$ cat src/rtl/gpio_irq_pkg.sv
package gpio_irq_pkg;

  // Byte offsets of the register words; software depends on these positions.
  localparam logic [7:0] RG_DOUT  = 8'h00;
  localparam logic [7:0] RG_DIN   = 8'h04;
  localparam logic [7:0] RG_DIR   = 8'h08;
  localparam logic [7:0] RG_DSET  = 8'h10;
  localparam logic [7:0] RG_DCLR  = 8'h14;
  localparam logic [7:0] RG_IEN   = 8'h20;
  localparam logic [7:0] RG_IRAW  = 8'h24;
  localparam logic [7:0] RG_IMSKD = 8'h28;
  localparam logic [7:0] RG_IMASK = 8'h2C;
  localparam logic [7:0] RG_ICLR  = 8'h30;
  localparam logic [7:0] RG_TMODE = 8'h34;
  localparam logic [7:0] RG_TBOTH = 8'h38;
  localparam logic [7:0] RG_TPOL  = 8'h3C;

  // Event condition of one pin from its two latest synchronized samples.
  // mode: 0 edge, 1 level. any_edge: both transitions in edge mode.
  // pol: edge 0 rising / 1 falling; level 0 high / 1 low.
  function automatic logic f_pin_event(input logic now_lvl, input logic old_lvl,
                                       input logic mode, input logic any_edge,
                                       input logic pol);
    logic rise, fall, edge_ev, level_ev;
    rise     = now_lvl & ~old_lvl;
    fall     = ~now_lvl & old_lvl;
    edge_ev  = any_edge ? (rise | fall) : (pol ? fall : rise);
    level_ev = now_lvl ^ pol;
    return mode ? level_ev : edge_ev;
  endfunction

  // Next raw status bit: an event outranks a clear.
  function automatic logic f_status_next(input logic cur, input logic clr,
                                         input logic ev);
    return (cur & ~clr) | ev;
  endfunction

  // Status bit as seen by the interrupt line.
  function automatic logic f_gate(input logic raw, input logic en, input logic msk);
    return raw & en & ~msk;
  endfunction

endpackage

$ cat src/rtl/gpio_sync2.sv
module gpio_sync2 #(
  parameter int W = 32
) (
  input  logic         clk,
  input  logic         rst_n,
  input  logic [W-1:0] async_in,
  output logic [W-1:0] sync_out
);
  logic [W-1:0] stage1_q;
  logic [W-1:0] stage2_q;

  always_ff @(posedge clk or negedge rst_n) begin
    if (!rst_n) begin
      stage1_q <= '0;
      stage2_q <= '0;
    end else begin
      stage1_q <= async_in;
      stage2_q <= stage1_q;
    end
  end

  assign sync_out = stage2_q;
endmodule

$ cat src/rtl/gpio_evt_detect.sv
module gpio_evt_detect
  import gpio_irq_pkg::*;
#(
  parameter int W = 32
) (
  input  logic         clk,
  input  logic         rst_n,
  input  logic [W-1:0] lvl_now,
  input  logic [W-1:0] mode_lvl,
  input  logic [W-1:0] any_edge,
  input  logic [W-1:0] polarity,
  output logic [W-1:0] evt
);
  logic [W-1:0] lvl_old_q;

  always_ff @(posedge clk or negedge rst_n) begin
    if (!rst_n) lvl_old_q <= '0;
    else        lvl_old_q <= lvl_now;
  end

  for (genvar i = 0; i < W; i++) begin : g_pin
    assign evt[i] = f_pin_event(lvl_now[i], lvl_old_q[i], mode_lvl[i],
                                any_edge[i], polarity[i]);
  end
endmodule

$ cat src/rtl/gpio_stat_latch.sv
module gpio_stat_latch
  import gpio_irq_pkg::*;
#(
  parameter int W = 32
) (
  input  logic         clk,
  input  logic         rst_n,
  input  logic [W-1:0] evt,
  input  logic [W-1:0] clr_bits,
  input  logic [W-1:0] ena,
  input  logic [W-1:0] msk,
  output logic [W-1:0] raw,
  output logic [W-1:0] gated
);
  logic [W-1:0] raw_q;
  logic [W-1:0] raw_d;

  for (genvar i = 0; i < W; i++) begin : g_bit
    assign raw_d[i] = f_status_next(raw_q[i], clr_bits[i], evt[i]);
    assign gated[i] = f_gate(raw_q[i], ena[i], msk[i]);
  end

  always_ff @(posedge clk or negedge rst_n) begin
    if (!rst_n) raw_q <= '0;
    else        raw_q <= raw_d;
  end

  assign raw = raw_q;
endmodule

$ cat src/rtl/gpio_bank_irq.sv
module gpio_bank_irq
  import gpio_irq_pkg::*;
#(
  parameter int NPINS = 32,
  parameter int AW    = 8
) (
  input  logic             clk,
  input  logic             rst_n,
  input  logic [AW-1:0]    bus_addr,
  input  logic             bus_wr,
  input  logic [NPINS-1:0] bus_wdata,
  output logic [NPINS-1:0] bus_rdata,
  input  logic [NPINS-1:0] pin_in,
  output logic [NPINS-1:0] pin_out,
  output logic [NPINS-1:0] pin_oe,
  output logic             bank_irq
);
  logic [NPINS-1:0] dout_q, dir_q, ien_q, imask_q, tmode_q, tboth_q, tpol_q;
  logic [NPINS-1:0] lvl_w;
  logic [NPINS-1:0] hit_w;
  logic [NPINS-1:0] raw_w;
  logic [NPINS-1:0] masked_w;
  logic [NPINS-1:0] clr_w;
  logic             clr_wr_w;

  assign clr_wr_w = bus_wr && (bus_addr == AW'(RG_ICLR));
  assign clr_w    = clr_wr_w ? bus_wdata : '0;

  always_ff @(posedge clk or negedge rst_n) begin
    if (!rst_n) begin
      dout_q  <= '0;
      dir_q   <= '0;
      ien_q   <= '0;
      imask_q <= '0;
      tmode_q <= '0;
      tboth_q <= '0;
      tpol_q  <= '0;
    end else if (bus_wr) begin
      case (bus_addr)
        AW'(RG_DOUT):  dout_q  <= bus_wdata;
        AW'(RG_DSET):  dout_q  <= dout_q | bus_wdata;
        AW'(RG_DCLR):  dout_q  <= dout_q & ~bus_wdata;
        AW'(RG_DIR):   dir_q   <= bus_wdata;
        AW'(RG_IEN):   ien_q   <= bus_wdata;
        AW'(RG_IMASK): imask_q <= bus_wdata;
        AW'(RG_TMODE): tmode_q <= bus_wdata;
        AW'(RG_TBOTH): tboth_q <= bus_wdata;
        AW'(RG_TPOL):  tpol_q  <= bus_wdata;
        default: ;
      endcase
    end
  end

  gpio_sync2 #(.W(NPINS)) u_sync (
    .clk(clk), .rst_n(rst_n), .async_in(pin_in), .sync_out(lvl_w)
  );

  gpio_evt_detect #(.W(NPINS)) u_detect (
    .clk(clk), .rst_n(rst_n), .lvl_now(lvl_w), .mode_lvl(tmode_q),
    .any_edge(tboth_q), .polarity(tpol_q), .evt(hit_w)
  );

  gpio_stat_latch #(.W(NPINS)) u_stat (
    .clk(clk), .rst_n(rst_n), .evt(hit_w), .clr_bits(clr_w),
    .ena(ien_q), .msk(imask_q), .raw(raw_w), .gated(masked_w)
  );

  always_comb begin
    case (bus_addr)
      AW'(RG_DOUT):  bus_rdata = dout_q;
      AW'(RG_DIN):   bus_rdata = lvl_w;
      AW'(RG_DIR):   bus_rdata = dir_q;
      AW'(RG_IEN):   bus_rdata = ien_q;
      AW'(RG_IRAW):  bus_rdata = raw_w;
      AW'(RG_IMSKD): bus_rdata = masked_w;
      AW'(RG_IMASK): bus_rdata = imask_q;
      AW'(RG_TMODE): bus_rdata = tmode_q;
      AW'(RG_TBOTH): bus_rdata = tboth_q;
      AW'(RG_TPOL):  bus_rdata = tpol_q;
      default:       bus_rdata = '0;
    endcase
  end

  assign pin_out  = dout_q;
  assign pin_oe   = dir_q;
  assign bank_irq = |masked_w;
endmodule

$ cat config.mk
export PLATFORM = sky130hd
export DESIGN_NAME = gpio_bank_irq
export DESIGN_NICKNAME = d
export VERILOG_FILES = /design/src/rtl/gpio_irq_pkg.sv /design/src/rtl/gpio_sync2.sv /design/src/rtl/gpio_evt_detect.sv /design/src/rtl/gpio_stat_latch.sv /design/src/rtl/gpio_bank_irq.sv
export SDC_FILE = /design/constraint.sdc
export NUM_CORES = 1
export LEC_CHECK = 0
export BUFFER_PORTS_ARGS = -buffer_cell sky130_fd_sc_hd__buf_4
export CORE_UTILIZATION = 64
export DETAILED_ROUTE_END_ITERATION = 8
export MAX_ROUTING_LAYER = met4
export PLACE_DENSITY_LB_ADDON = 0.08
export SKIP_CTS_REPAIR_TIMING = 1
export SYNTH_ARGS = -nofsm -noshare
export SYNTH_HDL_FRONTEND = slang
export SYNTH_SLANG_ARGS = --single-unit
$ cat constraint.sdc
create_clock -name clk -period 5.55 [get_ports clk]
set_input_delay 0.8325 -clock clk [delete_from_list [all_inputs] [get_ports clk]]
set_output_delay 0.8325 -clock clk [all_outputs]
set_load 0.01 [all_outputs]
==> results.toml, run 1 <==
[cts]
cts.root.buffer_cell = "clkbuf_16"
cts_htree_levels = 2
worst_setup_hold_path_clk_slew_ns = 0.06
cts.path.max_buffers = 3
cts_tree = "done"
cts.sink_count = 352
clock_latency_ns = 0.53
numCtsBuffers = 39

[power_and_ir_drop]
share_comb_of_total_power_pct = 9.5
vdd_ir_drop_max_uv = 232.9
power.switching_fraction_pct = 24.96
power.leakage_uw = 0.009954
cellInternalPower_uw = 4464
power_per_cell_area_nw_per_um2 = 291.2
power_uw = 5948
pwr-share-clk_pct = 43.2
share_of_power_burned_in_registers_pct = 47.3
p_sw_uw = 1485

[worst_setup_path]
cp-startpoint = "bus_addr[2]"
critical_path.max_stage_delay_ns = 0.90
rrSetupSlack_ns = 3.89
r2r_start = "u_sync.sync_out[12]"
critical-path-slowest-cell = "or4_1"
reg2reg_depth = 6
timing.rr.end = "u_stat.raw[12]"
critical_path.cell_chain = "buf_4 > or4_1 > nor2_2 > a222oi_1 > o211ai_1 > buf_4"
end_kind = "primary output"
capture_point_of_the_critical_path = "bus_rdata[23]"
worstSetupStartpointType = "primary input"
critPathMaxFanout = 40
cell_occurring_most_often_along_the_worst_timing_path = "buf_4"
criticalPathCategory = "in -> out"
cp_data_required_time_ns = 4.72
critPathArrivalTime_ns = 3.52

[timing]
fmax_mhz = 229.6
post-route-worst-setup-slack_ns = 1.194
timing_worst_slew_pin_value_ns = 1.090
rsz0062_at_grt = "no"
final_max_slew_viol_count = 0
setup-violations-final = 0
layout_worst_path_cycle_share_pct = 78.48
finalWorstPathRequiredPeriod_ns = 4.356
finClkSkew_ns = 0.01434
max_slew_margin_pct = 26.32
totalNegativeSetupSlack_ns = 0
hold_viol_final = 0

[routing]
detail_route.iter0.violations = 1284
drt_pre_antenna_iters = 7
routed_wirelength_um = 50640
drc = 0
vias_per_cell = 6.662
route.detailed.wl_per_inst_um = 25.19
detailroute.via_count = 13391
postRouteAntennaNets = 0

[global_routing]
grt_antenna_before_repair = 3
grt_pass1_vias = 13169
track_usage_pct = 37.63
global_route_wire_length_before_repair_um = 77760
grt_max_degree = 132
grt-ovfl-total = 0

[synth]
yosysWarnings = 0
synth_enable_flop_cells = 0
postSynthRegisterBits = 352
async_reset_ff_share_pct = 100.0
netlist_instances = 1503
yosysTopAreaCellShare_pct = 49.94
mappedNetlistNets = 1642
ys_types = 70
synth.largest_area_cell = "dfrtp_1"
ys.flop_type = "dfrtp_1"
cell_types_with_the_largest_area_share_after_synthesis = "dfrtp_1 50%, mux2_2 13%, ha_1 4.5%"
mappedNetlistArea_sq_um = 17640
synth_area_per_cell_sq_um = 11.73
sequential_cell_area_fraction_in_the_yosys_report_pct = 49.94

[floorplanning]
die_w_um = 168.0
floorplan.core_area_sq_um = 27030
die_h_um = 168.0
initial_utilization_pct = 65.26
row_count = 60
pin_count = 172
floorplan.die_area_sq_um = 28230

[finish]
layout.nets = 1778
layout.cells.most_common = "dfrtp_1"
fraction_of_layout_instances_using_a_drive_strength_above_1_pct = 31.00
fillCellCount = 1801
layout.cells.most_common_list = "352 x dfrtp_1, 202 x mux2_2, 191 x buf_4"
area_growth_pct = 15.83
design_area_sq_um = 20430
fin_cells = 2010

[place]
dpl_cell_area_sq_um = 19150
pre_cts_slack_ns = 1.314
post-place-cells = 1939
gpl.final_weighted_congestion = 0.9614
port-buffer-count = 171
post_detailed_placement_half_perimeter_wirelength_um = 32520

[hold_path]
min-delay-path-class = "in -> async"

[job]
max_cap_viol_count = 0

[run_status]
run_status = "finished, final reports clean"
## cell usage after synthesis (all sizes together) (2+ instances only)
| master | number |
|---|---|
| dfrtp | 352 |
| mux2 | 242 |
| nand2 | 121 |
| o21ai | 103 |
| inv | 79 |
| ha | 64 |
| clkbuf | 57 |
| mux2i | 47 |
| buf | 42 |
| a22o | 40 |
| a22oi | 38 |
| xor2 | 32 |
| nand3b | 25 |
| a21o | 21 |
| nor2 | 21 |
| nand3 | 20 |
| o22ai | 19 |
| o2bb2ai | 17 |
| a32oi | 15 |
| and2 | 14 |
| a21oi | 13 |
| o221ai | 13 |
| o211ai | 11 |
| nand4 | 10 |
| nand2b | 8 |
| nor4 | 8 |
| nor3 | 7 |
| or3 | 6 |
| or4 | 5 |
| a2111o | 4 |
| and3 | 4 |
| a211o | 3 |
| a222oi | 3 |
| and3b | 3 |
| nor2b | 3 |
| nor4b | 3 |
| o32a | 3 |
| or2 | 3 |
| or4b | 3 |
| a221oi | 2 |
| nor4bb | 2 |
| o2111ai | 2 |
| o22a | 2 |
## area by class of cell
| class | instances | area (sq um) | share of cell area, % |
|---|---|---|---|
| timing repair buffer | 194 | 1489 | 7.288 |
| inverter | 79 | 296.5 | 1.451 |
| clock buffer | 57 | 1174 | 5.745 |
| multi-input combinational | 973 | 8129 | 39.79 |
| antenna | 1 | 2.502 | 0.01225 |
| sequential | 352 | 8808 | 43.12 |
| tap | 341 | 426.7 | 2.088 |
| clock inverter | 13 | 103.9 | 0.5083 |
## how the worst min path moves through the flow
| stage | end | slack, ns | depth (start not counted) |
|---|---|---|---|
| final | pin_oe[16] | 0.35 | 1 |
| after global routing | u_sync.sync_out[22] | 0.35 | 0 |
| after CTS | u_sync.sync_out[25] | 0.35 | 0 |
| after detailed placement | u_sync.sync_out[25] | 0.33 | 0 |
| after global placement | u_sync.sync_out[29] | 0.33 | 0 |
| after floorplan | u_sync.sync_out[0] | 0.33 | 0 |
## power groups by stage
stage | clock network (uW) | logic (uW) | registers [uW]
after CTS | 2590 | 565 | 2810
after global placement | 0 | 541 | 2850
after floorplan | 0 | 298 | 2830
final | 2570 | 567 | 2810
after global routing | 2690 | 615 | 2820
after detailed placement | 0 | 559 | 2850
## through the flow
step / util [%] / hold slack [ns]
after global placement: 70.86 / 0.3315
after floorplan: - / 0.3312
after detailed placement: 70.86 / 0.3347
after CTS: 75.58 / 0.3472
final: 75.59 / 0.3454
after global routing: 75.59 / 0.3512
## worst max-delay path, delay by kind of cell
| family | cells | cell delay, ns |
|---|---|---|
| buffers and inverters | 2 | 0.47 |
| AO/OA/AOI/OAI | 2 | 0.44 |
| AND/OR/NAND/NOR | 2 | 1.76 |
## cell families (layout without fill, tap and decap cells)
| group | Yosys count | after routing | synth area share, % |
|---|---|---|---|
| XOR/XNOR | 32 | 32 | 1.589 |
| flip-flops | 352 | 352 | 49.94 |
| AND/OR/NAND/NOR | 271 | 271 | 8.300 |
| AO/OA/AOI/OAI | 317 | 317 | 12.59 |
| multiplexers | 289 | 289 | 18.76 |
| other | 0 | 1 | 0 |
| buffers and inverters | 178 | 343 | 4.278 |
| adder cells (fa/ha/maj) | 64 | 64 | 4.540 |
## layer usage
layer / GRT usage [%] / vias up / wire, um / part of all wire [%]
li1: - / 5719 / - / -
met1: 49.26 / 6777 / 20330 / 40
met2: 57.17 / 718 / 23280 / 46
met3: 7.193 / 177 / 4660 / 9.2
met4: 17.27 / 0 / 2365 / 4.7
met5: - / - / 0 / 0
Note: power is estimated with default switching activity, not from simulation.
==> inputs of run 2 (changes only) <==
Settings changed: CORE_UTILIZATION 64 to 60.
Clock period 5.55 ns to 4.5 ns, I/O delays scaled along.
==> results.toml, run 2 (same netlist as run 1, synthesis figures left out) <==
[floorplanning]
die_w_um = 173.5
floorplan.core_area_sq_um = 28780
row_count = 62
die_h_um = 173.5
pin_count = 172
initial_utilization_pct = 61.28
floorplan.die_area_sq_um = 30080

[worst_setup_path]
critical_path.cell_chain = "buf_4 > buf_4 > and2_1 > a22oi_1 > o32a_1 > o211ai_1 > buf_4"
rrSetupSlack_ns = 2.89
timing.rr.end = "u_stat.raw[12]"
reg2reg_depth = 6
critical_path.max_stage_delay_ns = 0.63
worst-path-buf-inv = 3
end_kind = "primary output"
worstSetupPathDepth = 7
critPathArrivalTime_ns = 3.00
path_delay_family = "buffers and inverters"
cp_data_required_time_ns = 3.83
worstSetupStartpointType = "primary input"
cell_occurring_most_often_along_the_worst_timing_path = "buf_4"
critical-path-slowest-cell = "and2_1"
critPathMaxFanout = 32
r2r_start = "u_sync.sync_out[12]"
criticalPathCategory = "in -> out"

[routing]
vias_per_cell = 6.394
detailroute.via_count = 13242
drt_pre_antenna_iters = 6
routed_wirelength_um = 50870
postRouteAntennaNets = 0
drc = 0
route.detailed.wl_per_inst_um = 24.56
detail_route.iter0.violations = 1162

[place]
dpl_cell_area_sq_um = 19380
gpl.final_weighted_congestion = 0.9316
port-buffer-count = 171
post_detailed_placement_half_perimeter_wirelength_um = 34040

[timing]
layout_worst_path_cycle_share_pct = 81.76
finClkSkew_ns = 0.01745
setup-violations-final = 0
max_slew_margin_pct = 31.06
totalNegativeSetupSlack_ns = 0
fmax_mhz = 271.8
finalWorstPathRequiredPeriod_ns = 3.679
timing_worst_slew_pin_value_ns = 1.029
final_max_slew_viol_count = 0
rsz0062_at_grt = "no"
hold_viol_final = 0

[power_and_ir_drop]
vdd_ir_drop_max_uv = 263.1
power_per_cell_area_nw_per_um2 = 359.6
power.leakage_uw = 0.01007

[finish]
layout.nets = 1802
layout.cells.most_common_list = "352 x dfrtp_1, 213 x buf_4, 202 x mux2_2"
area_growth_pct = 17.30
num_antenna_cells = 0
layout.cells.most_common = "dfrtp_1"
design_area_sq_um = 20690
fraction_of_layout_instances_using_a_drive_strength_above_1_pct = 31.48

[global_routing]
track_usage_pct = 35.26
global_route_wire_length_before_repair_um = 78860
grt_pass1_vias = 13292
grt_antenna_before_repair = 1
grt_max_degree = 94
grt-ovfl-total = 0

[cts]
clock_latency_ns = 0.53
worst_setup_hold_path_clk_slew_ns = 0.06
cts.root.buffer_cell = "clkbuf_16"
numCtsBuffers = 39
cts_tree = "done"
cts.path.max_buffers = 3
cts_htree_levels = 2
cts.sink_count = 352

[hold_path]
min-delay-path-class = "in -> async"

[job]
max_cap_viol_count = 0

[run_status]
run_status = "finished, final reports clean"
[run 2: cell count changes in the layout (fill, tap and decap cells not counted), moves of 2 or more]
cell / change
buf_4: +22
clkbuf_8: -5
bufinv_16: +3
clkinv_2: -3
buf_12: +2
inv_6: -2
[run 2: how the worst max path moves through the flow]
stage | start | to | slack (ns)
finish | bus_addr[3] | bus_rdata[18] | 0.82
detailed placement | bus_addr[3] | bus_rdata[18] | 0.93
global placement | bus_addr[3] | bus_rdata[18] | 0.95
CTS | bus_addr[3] | bus_rdata[18] | 0.93
global route | bus_addr[3] | bus_rdata[18] | 0.83
floorplan | bus_addr[4] | bus_rdata[10] | 1.62
[run 2: final cells by class]
cell class	instances	area, sq um
clock buffer	54	1134
timing repair buffer	218	1694
fill	2051	8093
multi-input combinational	973	8104
clock inverter	11	170.2
tap	384	480.5
inverter	79	296.5
sequential	352	8808
[run 2: where the power goes]
part	internal (uW)	switching (uW)	leakage (uW)	total [uW]
logic	324	378	0.00495	701
clock network	1980	1290	0.000645	3270
registers	3320	152	0.00448	3470
total	5620	1820	0.0101	7440
[run 2: stage by stage]
step	hold WS [ns]	instances	setup WS, ns	power (uW)	util [%]
finish	0.1345	2071	0.8208	7439	71.88
floorplan	0.3312	1503	1.623	3856	-
CTS	0.1592	2071	0.9281	7459	71.88
global placement	0.3317	2006	0.9525	4188	67.35
detailed placement	0.3347	2006	0.9296	4214	67.35
global route	0.1852	2071	0.8267	7675	71.88
[run 2: metal layers]
layer | GRT usage [%] | vias up | part of all wire (%)
li1 | - | 5764 | -
met1 | 47.77 | 6698 | 42
met2 | 53.68 | 660 | 46
met3 | 6.579 | 120 | 8.8
met4 | 11.76 | 0 | 3.1
met5 | - | - | 0
